[config.mk]
export PLATFORM = sky130hd
export DESIGN_NAME = ocp_hiccup_ctrl
export DESIGN_NICKNAME = d
export VERILOG_FILES = /design/src/rtl/ocp_pkg.sv /design/src/rtl/ocp_blank_timer.sv /design/src/rtl/ocp_off_timer.sv /design/src/rtl/ocp_hiccup_ctrl.sv
export SDC_FILE = /design/constraint.sdc
export NUM_CORES = 1
export LEC_CHECK = 0
export ABC_AREA = 0
export BUFFER_PORTS_ARGS = -buffer_cell sky130_fd_sc_hd__buf_2
export CAP_MARGIN = 20
export CORE_MARGIN = 8
export CORE_UTILIZATION = 35
export CTS_CLUSTER_DIAMETER = 50
export DETAILED_ROUTE_END_ITERATION = 12
export SYNTH_ARGS = -nofsm -noshare
export SYNTH_HDL_FRONTEND = slang
export SYNTH_SLANG_ARGS = --single-unit
[constraint.sdc]
create_clock -name clk -period 3.8 [get_ports clk]
set_clock_uncertainty 0.2 [all_clocks]
set_input_delay 0.76 -clock clk [delete_from_list [all_inputs] [get_ports clk]]
set_output_delay 0.76 -clock clk [all_outputs]
set_load 0.005 [all_outputs]
[src/rtl/ocp_pkg.sv]
package ocp_pkg;

    typedef enum logic [0:0] {
        ST_RUN = 1'b0,
        ST_OFF = 1'b1
    } ocp_state_e;

    typedef enum logic [1:0] {
        CAUSE_NONE = 2'b00,
        CAUSE_T1   = 2'b01,
        CAUSE_T2   = 2'b10
    } trip_cause_e;

    localparam int NUM_TIERS = 2;

    // Higher tier wins when both expire on the same edge.
    function automatic trip_cause_e pick_cause(input logic [NUM_TIERS-1:0] expired);
        return expired[1] ? CAUSE_T2 : CAUSE_T1;
    endfunction

endpackage

[src/rtl/ocp_blank_timer.sv]
module ocp_blank_timer #(
    parameter int CNT_W = 8
) (
    input  logic             clk,
    input  logic             rst,
    input  logic             clear,
    input  logic             flag,
    input  logic [CNT_W-1:0] limit,
    output logic             expired
);
    localparam logic [CNT_W-1:0] ONE = CNT_W'(1);

    logic [CNT_W-1:0] cnt_q;
    logic [CNT_W-1:0] lim_eff;

    // A zero count is promoted to one sample.
    assign lim_eff = (limit == '0) ? ONE : limit;

    // cnt_q holds the number of earlier consecutive high samples.
    assign expired = flag && !clear && ((cnt_q + ONE) >= lim_eff) ;

    always_ff @(posedge clk) begin
        if (rst || clear || !flag) begin
            cnt_q <= '0;
        end else if (!expired) begin
            cnt_q <= cnt_q + ONE;
        end
    end

endmodule

[src/rtl/ocp_off_timer.sv]
module ocp_off_timer #(
    parameter int CNT_W = 8,
    parameter int MULT  = 17
) (
    input  logic             clk,
    input  logic             rst,
    input  logic             load,
    input  logic             run,
    input  logic [CNT_W-1:0] base,
    output logic             done
);
    localparam int MW = $clog2(MULT + 1);
    localparam int OW = CNT_W + MW;

    logic [OW-1:0]    cnt_q;
    logic [OW-1:0]    len_q;
    logic [CNT_W-1:0] base_eff;

    assign base_eff = (base == '0) ? CNT_W'(1) : base;
    assign done     = run && ((cnt_q + OW'(1)) == len_q);

    always_ff @(posedge clk) begin
        if (rst) begin
            cnt_q <= '0;
            len_q <= '0;
        end else if (load) begin
            cnt_q <= '0;
            len_q <= OW'(base_eff) * OW'(MULT);
        end else if (run && !done) begin
            cnt_q <= cnt_q + OW'(1);
        end
    end

endmodule

[src/rtl/ocp_hiccup_ctrl.sv]
module ocp_hiccup_ctrl
    import ocp_pkg::*;
#(
    parameter int CNT_W    = 8,
    parameter int OFF_MULT = 17
) (
    input  logic             clk,
    input  logic             rst,
    input  logic             tier1_flag,
    input  logic             tier2_flag,
    input  logic [CNT_W-1:0] tier1_blank,
    input  logic [CNT_W-1:0] tier2_blank,
    output logic             dsg_en,
    output logic             last_trip_t1,
    output logic             last_trip_t2
);
    localparam int NT = NUM_TIERS;

    ocp_state_e  state_q;
    trip_cause_e cause_q;
    logic        in_off;
    logic        trip;
    logic        off_done;

    logic [NT-1:0]    flag_v;
    logic [NT-1:0]    exp_v;
    logic [CNT_W-1:0] lim_v [NT];

    assign in_off   = (state_q == ST_OFF);
    assign flag_v   = {tier2_flag, tier1_flag};
    assign lim_v[0] = tier1_blank;
    assign lim_v[1] = tier2_blank;
    assign trip     = |exp_v;

    for (genvar t = 0; t < NT; t++) begin : g_tier
        ocp_blank_timer #(.CNT_W(CNT_W)) u_blank (
            .clk     (clk),
            .rst     (rst),
            .clear   (in_off),
            .flag    (flag_v[t]),
            .limit   (lim_v[t]),
            .expired (exp_v[t])
        );
    end

    ocp_off_timer #(.CNT_W(CNT_W), .MULT(OFF_MULT)) u_off (
        .clk  (clk),
        .rst  (rst),
        .load (!in_off && trip),
        .run  (in_off),
        .base (tier1_blank),
        .done (off_done)
    );

    always_ff @(posedge clk) begin
        if (rst) begin
            state_q <= ST_RUN;
            cause_q <= CAUSE_NONE;
        end else begin
            case (state_q)
                ST_RUN: if (trip) begin
                    state_q <= ST_OFF;
                    cause_q <= pick_cause(exp_v);
                end
                ST_OFF: if (off_done) begin
                    state_q <= ST_RUN;
                end
                default: state_q <= ST_RUN;
            endcase
        end
    end

    assign dsg_en       = (state_q == ST_RUN);
    assign last_trip_t1 = (cause_q == CAUSE_T1);
    assign last_trip_t2 = (cause_q == CAUSE_T2);

endmodule

# Yosys cells after proc, flatten, opt, wreduce, memory -nomap -nowiden
# Cells that the tools add are included.
# classes
add_sub_neg	3
n_mul	1
order_cmp	2
n_eq_ne	3
n_mux	6
bitwise_logic	1
reduce_logical	19
# ops
operator	count
8-bit by 1-bit adder with 8-bit output (second input constant)	2
8-bit greater-or-equal comparator	2
8-bit zero test	2
8-bit 2-to-1 mux	2
13-bit by 1-bit adder with 13-bit output (second input constant)	1
13-bit == test	1
8-bit by 5-bit multiplier with 13-bit output (second input constant)	1
1-bit logical AND	7
1-bit zero test	4
2-bit OR reduction	2
1-bit logical OR	3
2-bit by 1-bit == test with 1-bit output (second input constant)	1
2-bit == test (second input constant)	1
1-bit 2-to-1 mux	2
2-bit 2-to-1 mux	1
1-bit case mux with 2 select lines	1
2-bit AND reduction	1
1-bit inverter	1
# word_totals
reg_bits	45
in_bits	20
out_inout_bits	3
elab_cells	41

# Longest topological paths before layout
# depth
depth_word	7
depth_mapped	14
ltp_nobuf	12

# Cells and area by module
# A second synthesis with hierarchy kept.
# hier_totals
cells_unflattened	390
hier_area_um2	3203.1
# by_module_without_submodules
mod	instances	cells_per_inst	area_each_um2
ocp_off_timer	1	218	1793.0
ocp_blank_timer	2	78	635.6
ocp_hiccup_ctrl	1	16	138.9

# Worst setup path before layout
# OpenSTA, ideal clock, no wires.
# synth_path
path_kind	input port to flip-flop
startpoint	input tier1_blank[5]
endpoint	register u_off.len_q[11]
arrival_time_ns	3.036
t_required_ns	3.472
path_slack_ns	0.436
path_stages	12
path_buffers	2
path_cell_list	nor4_1 a41o_1 ha_1 nand2b_1 a21oi_1 o21ai_0 a31o_2 or2_2 clkbuf_1 buf_1 mux2i_1 nor2_1
# synth_via
elab_chain_cells	6
# synth_rtl
element	line	source
start, declared	ocp_hiccup_ctrl.sv:11	input logic [CNT_W-1:0] tier1_blank,
8-bit zero test *	ocp_blank_timer.sv:17	assign lim_eff = (limit == '0) ? ONE : limit;
8-bit 2-to-1 mux *	ocp_blank_timer.sv:17	
named net g_tier[0].u_blank.lim_eff[0]	ocp_blank_timer.sv:14	logic [CNT_W-1:0] lim_eff;
branches (longest 4 deep; another with 8-bit by 5-bit multiplier with 13-bit output)	-	
end signal, assigned	ocp_off_timer.sv:28	len_q <= OW'(base_eff) * OW'(MULT);
end, declared	ocp_off_timer.sv:16	logic [OW-1:0] len_q;
# Mark *: on every way through the listed nets, which the timed path passes.
# A chain may end at the register's enable or synchronous reset.

# Final worst setup path
# layout_path
startpoint	register g_tier[0].u_blank.cnt_q[0]
endpoint	register u_off.len_q[7]
# layout_via
elab_chain_cells	5
# layout_rtl
element	line	source
start, declared	ocp_blank_timer.sv:13	logic [CNT_W-1:0] cnt_q;
start signal, assigned	ocp_blank_timer.sv:26	cnt_q <= cnt_q + ONE;
8-bit by 1-bit adder with 8-bit output	ocp_blank_timer.sv:20	assign expired = flag && !clear && ((cnt_q + ONE) >= lim_eff) ;
8-bit greater-or-equal comparator	ocp_blank_timer.sv:20	
1-bit logical AND	ocp_blank_timer.sv:20	
2-bit OR reduction	ocp_hiccup_ctrl.sv:33	assign trip = |exp_v;
1-bit logical AND	ocp_hiccup_ctrl.sv:49	.load (!in_off && trip),
# No other way between the ends.

==> run_results.csv <==
group,metric,value,unit
job,drv_cap,0,
logic_synthesis,synthFlopType,"dfxtp_1",
clock_tree,ctsHtreeMaxLevel,2,
run_status,status,"finished, final reports clean",
final_layout,n_fill_cell,913,
logic_synthesis,ys_ff_latch,45,
final_layout,area_delta_synth_final,8.38,%
critical_path,crit_path_cell_trace,"and3_1, and3_1, nand3_1, xnor2_1, ha_1, a21oi_1, o21ai_0, and2_1, a31o_2, or2_2, mux2i_1, nor2_1",
sta,maxSlewHeadroom,63.1,%
clock_tree,cts_root_buf,"clkbuf_8",
clock_tree,hold_buffers,0,
clock_tree,cts_buffers,5,
global_route,grt_pass1_vias,2261,
logic_synthesis,synth.avg_cell_area,8.29,um^2
sta,fin_ws,618,ps
global_route,gr-usage-all-layers,10.7,%
global_route,grt_max_degree,27,
drt,drtPass1Iterations,4,
logic_synthesis,ys_types,46,
critical_path,critPathMaxFanout,16,
critical_path,path_delay_family,"simple AND/OR/NAND/NOR gates",
placement,place_congestion,0.798,
drt,avgRoutedWirePerCell,12.4,um
sta,rsz0062_at_grt,"false",
sta,finalSetupTns,0,ps
drt,wl,6070,um
die,fp.dieH,109,um
critical_path,startpoint_type,"flip-flop",
power_and_ir_drop,power,0.000875,W
logic_synthesis,async_reset_ff_share,0,%
critical_path,crit_arrival,3170,ps
clock_tree,insertion_delay,300,ps
sta,final_max_slew_viol_count,0,
global_route,antenna_found_initial,0,
critical_path,critical_path.max_stage_delay,460,ps
critical_path,slowest_stage,"or2_2",
die,row_count,34,
drt,drc_errors,0,
worst_hold_path,hp-class,"flip-flop to flip-flop",
power_and_ir_drop,cellLeakagePower,1.37,nW
power_and_ir_drop,peakVddDrop,0.110,mV
final_layout,finalNetCount,428,
logic_synthesis,synth_edf_count,0,
final_layout,final_layout_size_suffix_gt1_share,11.5,%
die,core-area,0.00859,mm^2
clock_tree,cts_num_sinks,45,
die,die-area,0.0120,mm^2
drt,vias,2391,
critical_path,crit_type,"flip-flop to flip-flop",
sta,tightest_slew,554,ps
power_and_ir_drop,powerDensity,264,mW/mm^2
clock_tree,postCtsSetupRepairBufs,0,
placement,placed_cells,483,
clock_tree,max-clock-path-buffers,2,
logic_synthesis,ys_seq_area_share,29.4,%
drt,dr.first_iter.drc_count,83,
logic_synthesis,yosysWarnings,0,
die,start_util,35.6,%
placement,dp_slack,356,ps
sta,period_needed,3180,ps
sta,finalCritPeriodShare,83.7,%
sta,fmax,0.314,GHz
sta,setup_viol_count_final,0,
clock_tree,cts-resized-gates,0,
placement,port_buffers,22,
die,die_x,109,um
clock_tree,path_clk_slew,90,ps
logic_synthesis,synthCells,369,
drt,antenna_left,0,
critical_path,crit_path_frequent_cell,"and3_1",
final_layout,final_cells,491,
critical_path,critPathBufInv,0,
logic_synthesis,synthesis.area,0.00306,mm^2
critical_path,cp.required,3790,ps
drt,viasPerCell,4.87,
die,ioPinCount,23,
sta,hold_viol,0,
final_layout,diodes,0,
global_route,overflow,0,
global_route,grt_pass1_wl,10500,um
clock_tree,cts_tree,"yes",
placement,dp_hpwl,4750,um
critical_path,crit_path_end_kind,"flip-flop",
logic_synthesis,syn-num-nets,415,
[placed cells by master (no fill, tap or decap), drive strengths merged, types with 3 or more instances in the layout]
cell type / count
inv: 24
ha: 25
mux2i: 12
clkbuf: 6
o21ai: 16
and3: 5
xor2: 28
dfxtp: 45
or2: 4
a21oi: 24
nor2: 41
buf: 25
or4: 3
nor4: 3
nand2b: 8
or3: 10
and2: 3
nand3: 11
nand2: 22
o31ai: 3
xnor2: 24
nor2b: 7
nand4: 6
nor3: 5
[power breakdown]
group / switching [W] / total [W] / internal [W]
combinational: 0.0000521 / 0.0000935 / 0.0000414
clock: 0.000173 / 0.000303 / 0.000130
sequential: 0.00000381 / 0.000479 / 0.000475
[per-layer routing]
layer	GRT usage (%)	share of wire, %	up-vias
li1	-	-	1285
met1	13.7	50	1083
met2	18.0	47	19
met3	2.17	2.1	4
met4	2.70	0.63	0
met5	0	0	-
[layout make-up]
type / instances / area [um^2] / share of cell area [%]
clock buffer: 6 / 72.6 / 2.19
sequential: 45 / 901 / 27.2
tap: 108 / 135 / 4.08
timing repair buffer: 25 / 133 / 4.00
clock inverter: 2 / 15.0 / 0.453
inverter: 24 / 90.1 / 2.72
multi-input combinational: 281 / 1970 / 59.4
[flip-flops by register name (all words and copies together), names as in the netlist]
signal,cells
u_off.len_q,13
g_tier.u_blank.cnt_q,16
in_off,1
u_off.cnt_q,13
cause_q,2
[cell families after synthesis]
kind of cell	share of synthesized area [%]
simple gates	22.3
compound gates	12.4
xor+xnor	14.9
flops	29.4
buf+inv	6.18
fa+ha+maj	10.9
mux	3.93
[metrics by stage]
stage | cell area, um^2 | util, % | hold WS (ps)
after global routing | 3320 | 38.6 | 336
after floorplan | 3060 | - | 267
after CTS | 3320 | 38.6 | 308
after global placement | 3230 | 37.6 | 288
after detailed placement | 3230 | 37.6 | 296
final | 3320 | 38.6 | 299
[worst paths after layout]
path,start,endpoint,slack [ps],cells past startpoint
hold reg to reg,u_off.cnt_q[1]$_SDFFE_PP0P_,u_off.cnt_q[1]$_SDFFE_PP0P_,300,2
hold / removal,u_off.cnt_q[1]$_SDFFE_PP0P_,u_off.cnt_q[1]$_SDFFE_PP0P_,300,2
setup reg to reg,g_tier[0].u_blank.cnt_q[0]$_SDFFE_PP0N_,u_off.len_q[7]$_SDFFE_PP0P_,620,12
setup / recovery,g_tier[0].u_blank.cnt_q[0]$_SDFFE_PP0N_,u_off.len_q[7]$_SDFFE_PP0P_,620,12
[Yosys cell counts (all sizes together), types with 3 or more instances]
cell    number  area [um^2]
o31ai        3         22.5
or4          3         26.3
or2          4         25.0
xor2        28          245
and3         5         31.3
inv         24         90.1
nor4         3         18.8
nand2       22         82.6
clkbuf      10         37.5
nand4        6         37.5
a21oi       24          139
buf          9         61.3
or3         10         62.6
nand2b       8         50.1
o21ai       16         80.1
xnor2       24          210
dfxtp       45          901
nor3         5         25.0
nor2b        7         43.8
mux2i       12          120
nor2        41          154
ha          25          313
and2         3         18.8
nand3       11         55.1
[worst reg2reg max path: stages, from the launching register on]
cell and delay, ps:
dfxtp_1 410, and3_1 230, and3_1 230, nand3_1 120, xnor2_1 140, ha_1 310, a21oi_1 140, o21ai_0 140
and2_1 180, a31o_2 240, or2_2 460, mux2i_1 230, nor2_1 60
Note: power is estimated with default switching activity, not from simulation.
